[src/rtl/edge_cal_pkg.sv]
package edge_cal_pkg;

    typedef enum logic [1:0] {
        ENG_IDLE,
        ENG_REQ,
        ENG_WAIT
    } eng_state_t;

    typedef enum logic [1:0] {
        PH_SETTLE,
        PH_SEEK,
        PH_CONFIRM
    } phase_t;

    typedef enum logic [1:0] {
        CAL_IDLE,
        CAL_RISE,
        CAL_FALL
    } cal_state_t;

endpackage

[src/rtl/edge_deglitch.sv]
module edge_deglitch
    import edge_cal_pkg::*;
#(
    parameter int OFF_W    = 32,
    parameter int STEP     = 8,
    parameter int STABLE_N = 10,
    parameter int CNT_W    = $clog2(STABLE_N + 1)
) (
    input  phase_t             phase_i,
    input  logic [CNT_W-1:0]   cnt_i,
    input  logic [OFF_W-1:0]   edge_i,
    input  logic               hit_i,
    input  logic [OFF_W-1:0]   adv_off_i,
    output phase_t             phase_o,
    output logic [CNT_W-1:0]   cnt_o,
    output logic [OFF_W-1:0]   edge_o,
    output logic               confirm_o
);

    localparam logic [CNT_W-1:0] LAST_RUN = CNT_W'(STABLE_N - 1);
    localparam logic [CNT_W-1:0] CNT_ONE  = CNT_W'(1);

    always_comb begin
        phase_o   = phase_i;
        cnt_o     = cnt_i;
        edge_o    = edge_i;
        confirm_o = 1'b0;
        unique case (phase_i)
            PH_SETTLE: begin
                if (hit_i) begin
                    cnt_o = '0;
                end else if (cnt_i >= LAST_RUN) begin
                    phase_o = PH_SEEK;
                    cnt_o   = '0;
                end else begin
                    cnt_o = cnt_i + CNT_ONE;
                end
            end
            PH_SEEK: begin
                if (hit_i) begin
                    phase_o = PH_CONFIRM;
                    edge_o  = adv_off_i;
                end
            end
            PH_CONFIRM: begin
                if (!hit_i) begin
                    edge_o = edge_i + OFF_W'(STEP);
                    cnt_o  = '0;
                end else begin
                    cnt_o = cnt_i + CNT_ONE;
                    if (cnt_i >= LAST_RUN) begin
                        confirm_o = 1'b1;
                    end
                end
            end
            default: begin
                phase_o = PH_SETTLE;
                cnt_o   = '0;
            end
        endcase
    end

endmodule

[src/rtl/edge_seek_engine.sv]
module edge_seek_engine
    import edge_cal_pkg::*;
#(
    parameter int OFF_W     = 32,
    parameter int STEP      = 8,
    parameter int MAX_STEPS = 4096,
    parameter int STABLE_N  = 10
) (
    input  logic             clk,
    input  logic             rst_n,
    input  logic             start_i,
    input  logic             target_i,
    input  logic [OFF_W-1:0] base_i,
    input  logic             smp_valid_i,
    input  logic             smp_err_i,
    output logic [OFF_W-1:0] offset_o,
    output logic             smp_req_o,
    output logic             busy_o,
    output logic             done_o,
    output logic             fail_o,
    output logic [OFF_W-1:0] edge_o
);

    localparam int CNT_W  = $clog2(STABLE_N + 1);
    localparam int STEP_W = $clog2(MAX_STEPS + 1);
    localparam logic [STEP_W-1:0] LAST_IDX = STEP_W'(MAX_STEPS - 1);

    eng_state_t        st_q, st_n;
    phase_t            ph_q, ph_n;
    logic [CNT_W-1:0]  cnt_q, cnt_n;
    logic [OFF_W-1:0]  edge_q, edge_n;
    logic [OFF_W-1:0]  off_q;
    logic [STEP_W-1:0] steps_q;
    logic              tgt_q;
    logic              done_q;
    logic              fail_q;
    logic              confirm;
    logic              hit;
    logic              last_step;
    logic [OFF_W-1:0]  adv_off;

    assign hit       = (smp_err_i == tgt_q);
    assign adv_off   = off_q + OFF_W'(STEP);
    assign last_step = (steps_q == LAST_IDX);

    edge_deglitch #(
        .OFF_W   (OFF_W),
        .STEP    (STEP),
        .STABLE_N(STABLE_N),
        .CNT_W   (CNT_W)
    ) i_deglitch (
        .phase_i  (ph_q),
        .cnt_i    (cnt_q),
        .edge_i   (edge_q),
        .hit_i    (hit),
        .adv_off_i(adv_off),
        .phase_o  (ph_n),
        .cnt_o    (cnt_n),
        .edge_o   (edge_n),
        .confirm_o(confirm)
    );

    // next-state logic
    always_comb begin
        st_n = st_q;
        unique case (st_q)
            ENG_IDLE: if (start_i) st_n = ENG_REQ;
            ENG_REQ:  st_n = ENG_WAIT;
            ENG_WAIT: begin
                if (smp_valid_i) begin
                    st_n = (confirm || last_step) ? ENG_IDLE : ENG_REQ;
                end
            end
            default:  st_n = ENG_IDLE;
        endcase
    end

    // state register
    always_ff @(posedge clk) begin
        if (!rst_n) st_q <= ENG_IDLE;
        else        st_q <= st_n;
    end

    // datapath registers
    always_ff @(posedge clk) begin
        if (!rst_n) begin
            ph_q    <= PH_SETTLE;
            cnt_q   <= '0;
            edge_q  <= '0;
            off_q   <= '0;
            steps_q <= '0;
            tgt_q   <= 1'b0;
            done_q  <= 1'b0;
            fail_q  <= 1'b0;
        end else begin
            done_q <= 1'b0;
            unique case (st_q)
                ENG_IDLE: begin
                    if (start_i) begin
                        off_q   <= base_i;
                        tgt_q   <= target_i;
                        ph_q    <= PH_SETTLE;
                        cnt_q   <= '0;
                        edge_q  <= '0;
                        steps_q <= '0;
                        fail_q  <= 1'b0;
                    end
                end
                ENG_REQ: begin
                end
                ENG_WAIT: begin
                    if (smp_valid_i) begin
                        ph_q    <= ph_n;
                        cnt_q   <= cnt_n;
                        edge_q  <= edge_n;
                        steps_q <= steps_q + STEP_W'(1);
                        if (confirm) begin
                            done_q <= 1'b1;
                        end else if (last_step) begin
                            done_q <= 1'b1;
                            fail_q <= 1'b1;
                        end else begin
                            off_q <= adv_off;
                        end
                    end
                end
                default: begin
                end
            endcase
        end
    end

    // outputs
    always_comb begin
        smp_req_o = (st_q == ENG_REQ);
        busy_o    = (st_q != ENG_IDLE);
        done_o    = done_q;
        fail_o    = fail_q;
        edge_o    = edge_q;
        offset_o  = off_q;
    end

    assert_req_pulse_R2: assert property (@(posedge clk) disable iff (!rst_n)
        smp_req_o |=> !smp_req_o);

    assert_step_advance_R2: assert property (@(posedge clk) disable iff (!rst_n)
        (st_q == ENG_REQ && $past(st_q) == ENG_WAIT) |-> off_q == $past(off_q) + OFF_W'(STEP));

    assert_budget_bound_R6: assert property (@(posedge clk) disable iff (!rst_n)
        steps_q <= STEP_W'(MAX_STEPS));

    assert_run_bound_R3: assert property (@(posedge clk) disable iff (!rst_n)
        cnt_q <= CNT_W'(STABLE_N));

    assert_edge_forward_R5: assert property (@(posedge clk) disable iff (!rst_n)
        (ph_q == PH_CONFIRM && $past(ph_q) == PH_CONFIRM) |-> edge_q >= $past(edge_q));

endmodule

[src/rtl/window_center.sv]
module window_center #(
    parameter int OFF_W  = 32,
    parameter int PERIOD = 32768
) (
    input  logic [OFF_W-1:0] rise_i,
    input  logic [OFF_W-1:0] fall_i,
    output logic [OFF_W-1:0] center_o
);

    logic signed [OFF_W-1:0] span;
    logic signed [OFF_W-1:0] width;
    logic signed [OFF_W-1:0] half;
    logic        [OFF_W-1:0] round_up;

    always_comb begin
        span     = $signed(fall_i) - $signed(rise_i);
        width    = $signed(OFF_W'(PERIOD)) - span;
        // truncate toward zero: bias negatives by one before the shift
        round_up = {{(OFF_W-1){1'b0}}, width[OFF_W-1]};
        half     = $signed(width + $signed(round_up)) >>> 1;
        center_o = $unsigned($signed(fall_i) + half);
    end

endmodule

[src/rtl/edge_window_calibrator.sv]
module edge_window_calibrator
    import edge_cal_pkg::*;
#(
    parameter int OFF_W    = 32,
    parameter int STEP     = 8,
    parameter int PERIOD   = 32768,
    parameter int STABLE_N = 10
) (
    input  logic             clk,
    input  logic             rst_n,
    input  logic             cal_start_i,
    output logic             sample_req_o,
    output logic [OFF_W-1:0] tag_offset_o,
    input  logic             sample_valid_i,
    input  logic             sample_err_i,
    output logic             busy_o,
    output logic             done_o,
    output logic             fail_o,
    output logic [OFF_W-1:0] rise_edge_o,
    output logic [OFF_W-1:0] fall_edge_o
);

    localparam int MAX_STEPS = PERIOD / STEP;

    cal_state_t       cs_q, cs_n;
    logic [OFF_W-1:0] rise_q, fall_q, final_q;
    logic             done_q, fail_q;

    logic             eng_start, eng_tgt;
    logic [OFF_W-1:0] eng_base, eng_off, eng_edge, center;
    logic             eng_req, eng_busy, eng_done, eng_fail;

    always_comb begin
        eng_start = (cs_q == CAL_IDLE && cal_start_i) ||
                    (cs_q == CAL_RISE && eng_done && !eng_fail);
        eng_tgt   = (cs_q == CAL_IDLE);
        eng_base  = (cs_q == CAL_IDLE) ? '0 : eng_off;
    end

    edge_seek_engine #(
        .OFF_W    (OFF_W),
        .STEP     (STEP),
        .MAX_STEPS(MAX_STEPS),
        .STABLE_N (STABLE_N)
    ) i_engine (
        .clk        (clk),
        .rst_n      (rst_n),
        .start_i    (eng_start),
        .target_i   (eng_tgt),
        .base_i     (eng_base),
        .smp_valid_i(sample_valid_i),
        .smp_err_i  (sample_err_i),
        .offset_o   (eng_off),
        .smp_req_o  (eng_req),
        .busy_o     (eng_busy),
        .done_o     (eng_done),
        .fail_o     (eng_fail),
        .edge_o     (eng_edge)
    );

    window_center #(
        .OFF_W (OFF_W),
        .PERIOD(PERIOD)
    ) i_center (
        .rise_i  (rise_q),
        .fall_i  (eng_edge),
        .center_o(center)
    );

    // next-state logic
    always_comb begin
        cs_n = cs_q;
        unique case (cs_q)
            CAL_IDLE: if (cal_start_i) cs_n = CAL_RISE;
            CAL_RISE: if (eng_done) cs_n = eng_fail ? CAL_IDLE : CAL_FALL;
            CAL_FALL: if (eng_done) cs_n = CAL_IDLE;
            default:  cs_n = CAL_IDLE;
        endcase
    end

    // state register
    always_ff @(posedge clk) begin
        if (!rst_n) cs_q <= CAL_IDLE;
        else        cs_q <= cs_n;
    end

    // result registers
    always_ff @(posedge clk) begin
        if (!rst_n) begin
            rise_q  <= '0;
            fall_q  <= '0;
            final_q <= '0;
            done_q  <= 1'b0;
            fail_q  <= 1'b0;
        end else begin
            done_q <= 1'b0;
            unique case (cs_q)
                CAL_IDLE: begin
                    if (cal_start_i) begin
                        rise_q  <= '0;
                        fall_q  <= '0;
                        final_q <= '0;
                        fail_q  <= 1'b0;
                    end
                end
                CAL_RISE: begin
                    if (eng_done) begin
                        if (eng_fail) begin
                            done_q <= 1'b1;
                            fail_q <= 1'b1;
                        end else begin
                            rise_q <= eng_edge;
                        end
                    end
                end
                CAL_FALL: begin
                    if (eng_done) begin
                        done_q <= 1'b1;
                        if (eng_fail) begin
                            fail_q <= 1'b1;
                        end else begin
                            fall_q  <= eng_edge;
                            final_q <= center;
                        end
                    end
                end
                default: begin
                end
            endcase
        end
    end

    // outputs
    always_comb begin
        busy_o       = (cs_q != CAL_IDLE);
        done_o       = done_q;
        fail_o       = fail_q;
        sample_req_o = eng_req;
        tag_offset_o = busy_o ? eng_off : final_q;
        rise_edge_o  = rise_q;
        fall_edge_o  = fall_q;
    end

    assert_done_idle_R9: assert property (@(posedge clk) disable iff (!rst_n)
        done_o |-> !busy_o);

    assert_done_pulse_R9: assert property (@(posedge clk) disable iff (!rst_n)
        done_o |=> !done_o);

    assert_fail_zero_R9: assert property (@(posedge clk) disable iff (!rst_n)
        (fail_o && !busy_o) |-> tag_offset_o == '0);

    assert_req_busy_R2: assert property (@(posedge clk) disable iff (!rst_n)
        sample_req_o |-> busy_o);

    assert_engine_owned_R10: assert property (@(posedge clk) disable iff (!rst_n)
        eng_busy |-> cs_q != CAL_IDLE);

endmodule

[config.mk]
export PLATFORM = sky130hd
export DESIGN_NAME = edge_window_calibrator
export DESIGN_NICKNAME = d
export VERILOG_FILES = /design/src/rtl/edge_cal_pkg.sv /design/src/rtl/edge_deglitch.sv /design/src/rtl/edge_seek_engine.sv /design/src/rtl/window_center.sv /design/src/rtl/edge_window_calibrator.sv
export SDC_FILE = /design/constraint.sdc
export NUM_CORES = 1
export LEC_CHECK = 0
export BUFFER_PORTS_ARGS = -buffer_cell sky130_fd_sc_hd__clkbuf_2
export CAP_MARGIN = 30
export CORE_MARGIN = 4
export CORE_UTILIZATION = 30
export DETAILED_ROUTE_END_ITERATION = 7
export PLACE_DENSITY = 0.45
export SKIP_LAST_GASP = 1
export SYNTH_ARGS = -nofsm -noshare
export SYNTH_HDL_FRONTEND = slang
export SYNTH_SLANG_ARGS = --single-unit
[constraint.sdc]
create_clock -name clk -period 6.4 [get_ports clk]
set_clock_uncertainty 0.2 [all_clocks]
set_input_delay 0.32 -clock clk [delete_from_list [all_inputs] [get_ports clk]]
set_output_delay 0.32 -clock clk [all_outputs]
set_load 0.1 [all_outputs]
# Word-level counts from Yosys, hierarchy flattened

Cells that the tools add are included.

Bits in registers: 188
Logic and storage cells: 145

Add/sub/neg operators: 8
$lt $le $gt $ge: 1
Eq/ne operators: 28
Mux-type cells: 65
Reductions and logical operators: 28

Operators with widths:

| kind                     | count |
|---|---|
| $mux W32                 | 15 |
| $pmux W32 S2             | 6 |
| $add A32 B4 Y32 const B  | 2 |
| $add A32 B2 Y32          | 1 |
| $add A32 B31 Y32         | 1 |
| $sub A17 B32 Y32 const A | 1 |
| $sub A32 B32 Y32         | 1 |
| $mux W13                 | 2 |
| $pmux W13 S2             | 1 |
| $mux W2                  | 11 |
| $mux W4                  | 5 |
| $ne A2 B2 Y1 const B     | 9 |
| $pmux W2 S3              | 3 |
| $mux W1                  | 16 |
| $reduce_and A4 Y1        | 4 |
| $ne A3 B3 Y1 const B     | 5 |
| $add A13 B1 Y13 const B  | 1 |
| $eq A13 B12 Y1 const B   | 1 |
| $ne A2 B1 Y1 const B     | 6 |
| $pmux W4 S3              | 1 |
| $reduce_and A6 Y1        | 2 |
| $reduce_bool A2 Y1       | 5 |
| $reduce_and A3 Y1        | 3 |
| $pmux W4 S2              | 1 |
| other kinds (15)         | 27 |

# Longest topological paths before layout

Gate-level depths: netlist of run 1.

Depth in word-level cells: 8
Gate-level depth with buffers: 31
Mapped depth without buffers: 29

# Modules after synthesis

From an unflattened synthesis of run 1, not the netlist that was laid out.

Cell total of the unflattened synthesis: 1808
Area, all modules: 14819.2 um^2

Modules (own cells, without submodules):

| module                 | times used | cells each | area an instance (um^2) | seq. area each (um^2) |
|---|---|---|---|---|
| window_center          | 1          | 648        | 4679.5                  | 0.0 |
| edge_seek_engine       | 1          | 490        | 4246.6                  | 1761.7 |
| edge_window_calibrator | 1          | 399        | 4190.3                  | 2001.9 |
| edge_deglitch          | 1          | 271        | 1702.9                  | 0.0 |

# Worst setup path after synthesis of run 1

No wires, ideal clock.

Path kind: reg-to-reg
Start point: register rise_q[14] (netlist: rise_edge_o[14])
End point: register final_q[31]
Arrival: 6.808 ns
Slack: -0.668 ns
Cell stages (with the launch flop): 30
Path buffers: 2
Cell sequence: dfxtp_1 -> ha_1 -> ha_1 -> clkbuf_2 -> a21oi_1 -> o21ai_0 -> or3_1 -> o31ai_2 -> a221oi_1 -> nand2_1 -> ha_1 -> nand3_1 -> nor3_2 -> nand4_1 -> or2_1 -> buf_2 -> nor2_1 -> xor2_1 -> ha_1 -> a21oi_1 -> nand2_1 -> a221oi_1 -> o21ai_0 -> a21o_1 -> a21o_1 -> a311o_1 -> a211o_1 -> a211o_1 -> mux2_1 -> nand2_1

Longest elaborated chain between the ends: 7

RTL lines:

| what                   | RTL line                      | source |
|---|---|---|
| from (decl)            | edge_window_calibrator.sv:26  | `logic [OFF_W-1:0] rise_q, fall_q, final_q;` |
| from (signal assigned) | edge_window_calibrator.sv:112 | `rise_q <= eng_edge;` |
| $sub A32 B32 Y32       | window_center.sv:16           | `span = $signed(fall_i) - $signed(rise_i);` |
| $sub A17 B32 Y32       | window_center.sv:17           | `width = $signed(OFF_W'(PERIOD)) - span;` |
| $add A32 B2 Y32        | window_center.sv:20           | `half = $signed(width + $signed(round_up)) >>> 1;` |
| $add A32 B31 Y32       | window_center.sv:21           | `center_o = $unsigned($signed(fall_i) + half);` |
| $mux W32               | edge_window_calibrator.sv:119 | `if (eng_fail) begin` |
| $mux W32               | edge_window_calibrator.sv:117 | `if (eng_done) begin` |
| $pmux W32 S2           | edge_window_calibrator.sv:97  | `unique case (cs_q)` |
| to (signal assigned)   | edge_window_calibrator.sv:123 | `final_q <= center;` |
| to (decl)              | edge_window_calibrator.sv:26  |  |

Every way passes these cells. The select of a mux whose other input is x is not followed.
A chain may end at the register's enable or synchronous reset.

# Worst setup path after layout of run 1

Start point: register i_engine.edge_q[20] (netlist: i_engine.edge_o[20])
End point: register final_q[31]

Longest elaborated chain between the ends: 7

RTL lines:

| what                   | RTL line                      | source |
|---|---|---|
| from (decl)            | edge_seek_engine.sv:31        | `logic [OFF_W-1:0] edge_q, edge_n;` |
| from (signal assigned) | edge_seek_engine.sv:115       | `edge_q <= edge_n;` |
| $sub A32 B32 Y32       | window_center.sv:16           |  |
| $sub A17 B32 Y32       | window_center.sv:17           |  |
| $add A32 B2 Y32        | window_center.sv:20           |  |
| $add A32 B31 Y32 (*)   | window_center.sv:21           |  |
| $mux W32 (*)           | edge_window_calibrator.sv:119 |  |
| $mux W32 (*)           | edge_window_calibrator.sv:117 |  |
| $pmux W32 S2 (*)       | edge_window_calibrator.sv:97  |  |

Every way passes the cells marked *; elsewhere a longest branch is shown, timed or not. The select of a mux whose other input is x is not followed.

==> results of run 1 <==
power by group through the flow:
stage / clock (mW) / sequential, mW / combinational (mW)
floorplan: 0 / 1.15 / 0.402
global placement: 0 / 1.14 / 0.583
detailed placement: 0 / 1.14 / 0.584
CTS: 1.17 / 1.12 / 0.593
global route: 1.20 / 1.12 / 0.663
finish: 1.13 / 1.12 / 0.601
worst paths after layout:
check | from | to | slack (ns)
setup / recovery | i_engine.edge_o[20] | final_q[31] | 0.33
hold / removal | sample_err_i | i_engine.ph_q[0] | 0.15
setup reg to reg | i_engine.edge_o[20] | final_q[31] | 0.33
hold reg to reg | final_q[9] | final_q[9] | 0.25
area by class of cell:
class	count	area [um2]	area share (%)
Clock buffer	18	439.2	2.811
Sequential cell	179	3680	23.55
Timing Repair Buffer	239	1559	9.979
Inverter	57	214.0	1.370
Tap cell	532	665.6	4.261
Multi-Input combinational cell	1271	8897	56.95
Clock inverter	14	167.7	1.073
logic make-up after synthesis:
| logic type | after synthesis | share of synthesized area (%) |
|---|---|---|
| and+or+nand+nor | 547 | 20.90 |
| AOI/OAI and AO/OA | 453 | 23.05 |
| DFF | 179 | 28.70 |
| buffers and inverters | 137 | 4.369 |
| xor gates and xnor gates | 132 | 9.259 |
| adders and majority gates | 108 | 10.94 |
| muxes | 31 | 2.776 |
stage by stage:
step	power [mW]	setup slack [ns]	TNS (ns)	instance area [um2]
floorplan	1.549	0.001180	0	12710
global placement	1.728	-0.04205	-0.04205	14470
detailed placement	1.729	-0.08708	-0.08708	14480
CTS	2.883	0.004255	0	15170
global route	2.986	-0.02650	-0.02650	15620
finish	2.846	0.3274	0	15620
worst max-delay path, stage by stage (launching register included):
cell,delay [ns]
dfxtp_1,0.33
inv_1,0.08
ha_4,0.28
ha_4,0.21
a21oi_4,0.16
o21ai_2,0.08
or3_4,0.41
o31ai_4,0.34
a221oi_2,0.14
nand2_2,0.14
ha_4,0.15
nand3_4,0.07
nor3_4,0.26
nand4_1,0.14
or2_4,0.27
buf_4,0.15
nor4_1,0.33
xnor2_1,0.17
ha_1,0.28
nand3_1,0.13
nor3_1,0.07
a21o_1,0.19
a21o_1,0.17
a311o_1,0.36
a211o_1,0.29
a211o_1,0.28
mux2_1,0.28
nand2_1,0.06
registers in the layout, summed over array words and instances, names as in the netlist, 4 cells and up:
signal             flops
fall_edge_o           30
final_q               32
i_engine.cnt_q         4
i_engine.edge_o       30
i_engine.offset_o     29
i_engine.steps_q      13
rise_edge_o           30
layer usage:
layer / up-vias / part of all wire, % / GRT usage [%]
li1: 6039 / - / -
met1: 5705 / 44 / 23.82
met2: 190 / 50 / 33.80
met3: 52 / 2.7 / 2.686
met4: 0 / 3.2 / 8.115
met5: - / 0 / 0
layout by cell type, fill, tap and decap left out, types with 26 or more instances in the layout:
cell | netlist | layout
clkbuf_2 | 2 | 104
xor2_1 | 62 | 62
nor3_1 | 30 | 30
xnor2_1 | 70 | 69
buf_4 | 5 | 131
mux2_2 | 28 | 28
o21ai_0 | 146 | 140
and3_1 | 26 | 26
nand3_1 | 53 | 50
a21o_1 | 28 | 28
ha_1 | 106 | 76
dfxtp_1 | 179 | 144
a21oi_1 | 114 | 104
nor2_1 | 122 | 118
inv_1 | 56 | 51
nand2_1 | 205 | 202
a22o_1 | 38 | 38
what timing repair did:
item / CTS / global route
hold buffers: 2 / 0
setup endpoints to repair: 1 / 5
pin swaps: 12 / 31
hold endpoints to repair: 4 / 0
resized for setup: 6 / 66
buffers inserted: 5 / 8
==> results_dict.tcl, run 1 <==
set metrics [dict create \
    cp.arrival_ns 6.31 \
    grt_pass1_vias 11830 \
    area_growth_pct 25.12 \
    start_kind "flop" \
    grt_first_pass_wirelength_um 67400 \
    pwr-share-seq_pct 39.3 \
    vias_per_cell 5.189 \
    pwr_density_cell_nw_per_um2 182.2 \
    switching_share_pct 32.11 \
    finalNonFillerCells 2310 \
    hold-path-cell-count 6 \
    grtUsageTotal_pct 19.33 \
    irDropWorstVdd_mv 0.2241 \
    rows 74 \
    end_kind "flop" \
    vias 11990 \
    io_pins 105 \
    clock_power_share_pct 39.6 \
    initial_core_util_pct 30.44 \
    setup_viol 0 \
    antenna_found_initial 1 \
    cts.path.max_buffers 2 \
    synth_most_common_cell "nand2_1" \
    yosysSeqAreaShare_pct 28.70 \
    power_switching_mw 0.9140 \
    ys_seq_elements 179 \
    timing.final.hold_violations 0 \
    synth-main-ff-cell "dfxtp_1" \
    firstDrtPassIters 5 \
    critPathKind "flop to flop" \
    numPlacedInstances 2262 \
    port_buffers 104 \
    period_share_pct 94.89 \
    fin_hold_ws_ns 0.1474 \
    clk_pin_slew_worst_paths_ns 0.08 \
    cts_num_sinks 179 \
    cts_tree "built" \
    place.gp.congestion 0.8929 \
    die_h_um 212.0 \
    dp_hpwl_um 33150 \
    critical_path.max_fanout 5 \
    drt_wl_total_um 42890 \
    ys.warnings.count 0 \
    cp.required_ns 6.64 \
    synth.top_cell.area_share_pct 28.70 \
    synth_fp_nets 1700 \
    max_slew_margin_pct 34.99 \
    syn-cell-area_um2 12490 \
    netlist_top_cells_area "dfxtp_1, ha_1, nand2_1, o21ai_0, xnor2_1" \
    worst_pin_slew_ns 0.9751 \
    cts_inserted_buffers 17 \
    p_leak_nw 6.430 \
    outcome "finished clean" \
    maxCapViolations 0 \
    ant_nets 0 \
    dr.first_iter.drc_count 562 \
    synth-edff-count 0 \
    clock_latency_ns 0.49 \
    avgSynthCellArea_um2 7.868 \
    grt_max_degree 65 \
    antennaDiodeCount 0 \
    finalCriticalPeriod_ns 6.073 \
    dieArea_um2 44950 \
    grt.overflow.total 0 \
    synth_cell_type_count 81 \
    fin_nets 1878 \
    yosysTopAreaCell "dfxtp_1" \
    drc 0 \
    hp-class "input pin to flop" \
    fp.dieW_um 212.0 \
    combPwrFrac_pct 21.1 \
    final_max_slew_viol_count 0 \
    async_flop_share_pct 0 \
    synth.top_cells.by_count "nand2_1, dfxtp_1, o21ai_0" \
    utilization_pct 38.09 \
    wl_per_cell_um 18.57 \
    h-tree-depth 4 \
    p_int_mw 1.932 \
    r2r_cells 27 \
    drive_gt1_share_pct 23.79 \
    nFillCells 4298 \
    fmax_mhz 164.7 \
    core_area_um2 41020 \
    root_buffer "clkbuf_16" \
    synth_cells 1587 \
]
(Power assumes the default switching activity.)
==> run 2: changes to the inputs <==
--- a/config.mk
+++ b/config.mk
@@ -9,8 +9,9 @@
 export CAP_MARGIN = 30
 export CORE_MARGIN = 4
 export CORE_UTILIZATION = 30
+export CTS_BUF_LIST = sky130_fd_sc_hd__clkbuf_4 sky130_fd_sc_hd__clkbuf_8
 export DETAILED_ROUTE_END_ITERATION = 7
-export PLACE_DENSITY = 0.45
+export PLACE_DENSITY = 0.54
 export SKIP_LAST_GASP = 1
 export SYNTH_ARGS = -nofsm -noshare
 export SYNTH_HDL_FRONTEND = slang
==> run 2 against run 1 <==
- total power decreased by 10%
- cell count fell by 0.65%
- worst hold slack got worse by 0.062 ns
- register-to-register slack better by 0.02 ns
- critical path depth shrank 1
- first-iteration DRC count is 38% higher
- fmax is 0.40% higher
- sequential cell count stayed put
- routed wire length shrank 2.5%
- critical endpoint unchanged
- sequential power hardly changed
- critical path type unchanged
==> results_dict.tcl, run 2 (synthesized netlist as in run 1, its figures left out) <==
set metrics [dict create \
    fp.dieW_um 212.0 \
    period_share_pct 94.50 \
    timing.final.hold_violations 0 \
    dpl_cell_area_um2 14390 \
    final_cell_mix "nand2_1, o21ai_0, dfxtp_1" \
    dr.first_iter.drc_count 775 \
    drc 0 \
    critPathSlowestCell "a2111oi_4" \
    largest_register_ffs 32 \
    grt_max_degree 65 \
    dieArea_um2 44950 \
    cts.path.max_buffers 2 \
    layout_setup_ws_ns 0.3518 \
    clock_latency_ns 0.54 \
    area_growth_pct 23.48 \
    crit_path_frequent_cell "ha_4" \
    fmax_mhz 165.3 \
    nFillCells 4233 \
    antenna_found_initial 0 \
    irDropWorstVdd_mv 0.1285 \
    place_ws_ns -0.2553 \
    initial_core_util_pct 30.44 \
    ant_nets 0 \
    final_common_cell "nand2_1" \
    fin_tns_setup_ns 0 \
    vias_per_cell 5.268 \
    cp.required_ns 6.67 \
    grt.overflow.total 0 \
    finalCriticalPeriod_ns 6.048 \
    fin_nets 1863 \
    critical_path.max_fanout 5 \
    grt_pass1_vias 11920 \
    hp-class "input pin to flop" \
    wl_per_cell_um 18.22 \
    maxCapViolations 0 \
    cts_num_sinks 179 \
    drive_gt1_share_pct 24.05 \
    h-tree-depth 4 \
    regMostFlops "final_q" \
    pwr_density_cell_nw_per_um2 165.4 \
    place.gp.congestion 0.9243 \
    core_area_um2 41020 \
    power.total_mw 2.549 \
    rrSetupSlack_ns 0.35 \
    port_buffers 104 \
    vias 12090 \
    crit_path_max_incr_delay_ns 0.42 \
    dp_hpwl_um 31920 \
    setup_viol 0 \
    grt_first_pass_wirelength_um 65940 \
    max_slew_margin_pct 34.99 \
    outcome "finished clean" \
    drt_wl_total_um 41810 \
    utilization_pct 37.59 \
    final_max_slew_viol_count 0 \
    clk_pin_slew_worst_paths_ns 0.11 \
    root_buffer "clkbuf_8" \
    grtUsageTotal_pct 18.53 \
    cts_tree "built" \
    finalInstanceArea_um2 15420 \
    cp.arrival_ns 6.32 \
    die_h_um 212.0 \
    cts_inserted_buffers 17 \
    worst_pin_slew_ns 0.9752 \
    io_pins 105 \
    p_leak_nw 6.301 \
    antennaDiodeCount 0 \
    critPathKind "flop to flop" \
    end_kind "flop" \
    firstDrtPassIters 5 \
    start_kind "flop" \
    rows 74 \
]
-- run 2: per-stage QoR --
step / std cells / hold slack [ns]
after floorplan: 1587 / 0.2167
after global placement: 2247 / 0.2356
after detailed placement: 2248 / 0.2416
after CTS: 2283 / 0.05167
after global routing: 2295 / 0.06352
final: 2295 / 0.08568
-- run 2: layout make-up --
class	instances	area, um2	area share, %
multi-input combinational	1271	9000	58.38
timing repair buffer	224	1461	9.479
clock buffer	18	247.7	1.607
tap	532	665.6	4.317
inverter	57	214.0	1.388
sequential	179	3687	23.92
clock inverter	14	141.4	0.9171
-- run 2: report_power, final --
group	total [mW]	leakage (nW)	internal, mW	switching, mW
Clock	0.819	0.202	0.331	0.488
Combinational	0.610	4.63	0.228	0.382
Sequential	1.12	1.47	1.11	0.00869
Total	2.55	6.30	1.67	0.880
-- run 2: metal layers --
layer	wire (um)	track usage, %
met1	18820	23.60
met2	20310	32.04
met5	0	0
met4	1057	6.126
met3	1629	2.907
-- run 2: repair_timing --
item                                    4_1_cts  5_1_grt
endpoints found under the setup margin        2        4
pin swaps                                     3       39
cloned                                        0        0
gates resized for setup                       6       88
hold buffers                                  2        0
buffers inserted                              1       12
endpoints found under the hold margin         4        0
-- run 2: path summary, 6_finish.rpt --
check                  from                 end  depth (start not counted)
max reg2reg  rise_edge_o[6]         final_q[31]                         26
max          rise_edge_o[6]         final_q[31]                         26
min reg2reg     final_q[27]         final_q[27]                          2
min                   rst_n  i_engine.edge_o[3]                          2
-- run 2: critical path, delay by kind of cell (launching register included) --
family	cells	cell delay, ns
AO/OA/AOI/OAI	10	2.44
XOR/XNOR	1	0.17
adder cells (fa/ha/maj)	4	0.95
flip-flops	1	0.37
multiplexers	1	0.27
AND/OR/NAND/NOR	10	1.60
==> run 3: changes to the inputs <==
--- a/config.mk
+++ b/config.mk
@@ -7,11 +7,13 @@
 export LEC_CHECK = 0
 export BUFFER_PORTS_ARGS = -buffer_cell sky130_fd_sc_hd__clkbuf_2
 export CAP_MARGIN = 30
+export CELL_PAD_IN_SITES_DETAIL_PLACEMENT = 1
+export CELL_PAD_IN_SITES_GLOBAL_PLACEMENT = 2
 export CORE_MARGIN = 4
 export CORE_UTILIZATION = 30
 export CTS_BUF_LIST = sky130_fd_sc_hd__clkbuf_4 sky130_fd_sc_hd__clkbuf_8
 export DETAILED_ROUTE_END_ITERATION = 7
-export PLACE_DENSITY = 0.54
+export PLACE_DENSITY = 0.79
 export SKIP_LAST_GASP = 1
 export SYNTH_ARGS = -nofsm -noshare
 export SYNTH_HDL_FRONTEND = slang
==> run 3 against run 2 <==
- highest routed layer unchanged
- non-clock buffer count up 31
- clock-buffer cell count unchanged
- via count up 3.2%
- routed wire length up 8.6%
- critical endpoint unchanged
- sequential power about the same
- total power up 0.44%
==> results_dict.tcl, run 3 (synthesized netlist as in run 1, its figures left out) <==
set metrics [dict create \
    outcome "finished clean" \
    area_growth_pct 24.62 \
    hold-path-cell-count 6 \
    multi_input_area_um2 8940 \
    grt_pass1_vias 12810 \
    grt_max_degree 63 \
    cp.arrival_ns 6.65 \
    setup_viol 0 \
    nFillCells 4988 \
    fp.dieW_um 212.0 \
    place.gp.congestion 0.9001 \
    largest_register_ffs 32 \
    clk_pin_slew_worst_paths_ns 0.11 \
    io_pins 105 \
    fin_tns_setup_ns 0 \
    critPathSlowestCell "or4_4" \
    drive_gt1_share_pct 24.75 \
    cts.path.max_buffers 2 \
    h-tree-depth 4 \
    clock_latency_ns 0.57 \
    switching_share_pct 34.29 \
    final_common_cell "nand2_1" \
    clock_power_share_pct 32.8 \
    core_area_um2 41020 \
    end_kind "flop" \
    worst_pin_slew_ns 0.9684 \
    seq_area_um2 3685 \
    dieArea_um2 44950 \
    maxCapViolations 0 \
    pwr-share-seq_pct 43.7 \
    critical_path.max_fanout 5 \
    power_switching_mw 0.8780 \
    crit_path_max_incr_delay_ns 0.57 \
    vias 12480 \
    cp.required_ns 6.72 \
    critPathKind "flop to flop" \
    p_leak_nw 6.424 \
    hp-class "input pin to flop" \
    cts_inserted_buffers 17 \
    utilization_pct 37.94 \
    layout_setup_ws_ns 0.06834 \
    period_share_pct 98.93 \
    regMostFlops "final_q" \
    fmax_mhz 157.9 \
    cts_tree "built" \
    wl_per_cell_um 19.52 \
    firstDrtPassIters 4 \
    dr.first_iter.drc_count 606 \
    root_buffer "clkbuf_8" \
    antennaDiodeCount 0 \
    finalCriticalPeriod_ns 6.332 \
    pwr_density_cell_nw_per_um2 164.6 \
    port_buffers 104 \
    final_cell_mix "nand2_1, buf_4, o21ai_0, dfxtp_1, nor2_1" \
    cts_num_sinks 179 \
    timing.final.hold_violations 0 \
    initial_core_util_pct 30.44 \
    r2r_cells 26 \
    drt_wl_total_um 45400 \
    vias_per_cell 5.364 \
    ant_nets 0 \
    grt_first_pass_wirelength_um 70390 \
    max_slew_margin_pct 35.44 \
    p_int_mw 1.683 \
    place_ws_ns -0.2915 \
    power.total_mw 2.561 \
    grtUsageTotal_pct 19.92 \
    irDropWorstVdd_mv 0.1525 \
    grt_setup_unrepaired "yes" \
    grt.overflow.total 0 \
    die_h_um 212.0 \
    fin_nets 1894 \
    final_max_slew_viol_count 0 \
    dp_hpwl_um 34880 \
    antenna_found_initial 0 \
    drc 0 \
    rows 74 \
    start_kind "flop" \
    combPwrFrac_pct 23.5 \
]
[run 3: cell types whose count changed in the layout (fill, tap and decap cells not counted), sizes merged]
| cell | previous run | this run |
|---|---|---|
| bufinv | 1 | 2 |
| clkinvlp | 1 | 2 |
| dlygate4sd3 | 2 | 3 |
| clkinv | 5 | 7 |
| inv | 64 | 60 |
| buf | 118 | 148 |
[run 3: timing repair]
action	in CTS	in global routing
endpoints found under the setup margin	2	6
hold endpoints to repair	9	0
pin swaps	13	37
buffers inserted	7	16
hold buffers	3	0
resized for setup	11	69
[run 3: worst paths after layout]
| check | from | to | slack (ns) |
|---|---|---|---|
| worst max-delay path | i_engine.edge_o[21] | final_q[31] | 0.07 |
| worst min-delay path | sample_err_i | i_engine.ph_q[0] | 0.12 |
| worst max register to register | i_engine.edge_o[21] | final_q[31] | 0.07 |
| worst min register to register | final_q[1] | final_q[1] | 0.26 |
[run 3: stage by stage]
step / hold slack, ns / instances / area [um2]
CTS: 0.06650 / 2311 / 15050
finish: 0.1188 / 2326 / 15560
global route: 0.1343 / 2326 / 15560
detailed placement: 0.2418 / 2269 / 14530
floorplan: 0.2167 / 1587 / 12710
global placement: 0.2326 / 2269 / 14530
[run 3: area by class of cell]
type	instances	area share, %
clock buffer	18	1.552
clock inverter	14	0.9810
inverter	57	1.375
multi-input combinational	1271	57.45
sequential	179	23.68
tap	532	4.278
timing repair buffer	255	10.68
[run 3: worst max-delay path: cells and delay by family, from the launching register on]
family	cells	cell delay, ns
adders and majority gates	4	0.96
and+or+nand+nor	11	2.62
AOI/OAI and AO/OA	7	1.54
buffers and inverters	2	0.22
DFF	1	0.34
muxes	1	0.26
xor gates and xnor gates	1	0.15
[run 3: per-layer routing]
layer  up-vias  GRT usage [%]  wire, um
met3        70          3.482      1446
li1       6053              -         -
met5         -              0         0
met4         0          7.489      1370
met2       224          35.37     22940
met1      6130          24.03     19640
[run 3: power by group through the flow]
stage	logic [mW]	clock network [mW]	registers [mW]
2_1_floorplan	0.402	0	1.15
3_3_place_gp	0.578	0	1.14
3_5_place_dp	0.585	0	1.14
4_1_cts	0.594	0.882	1.12
5_1_grt	0.662	0.919	1.12
6_report	0.603	0.839	1.12
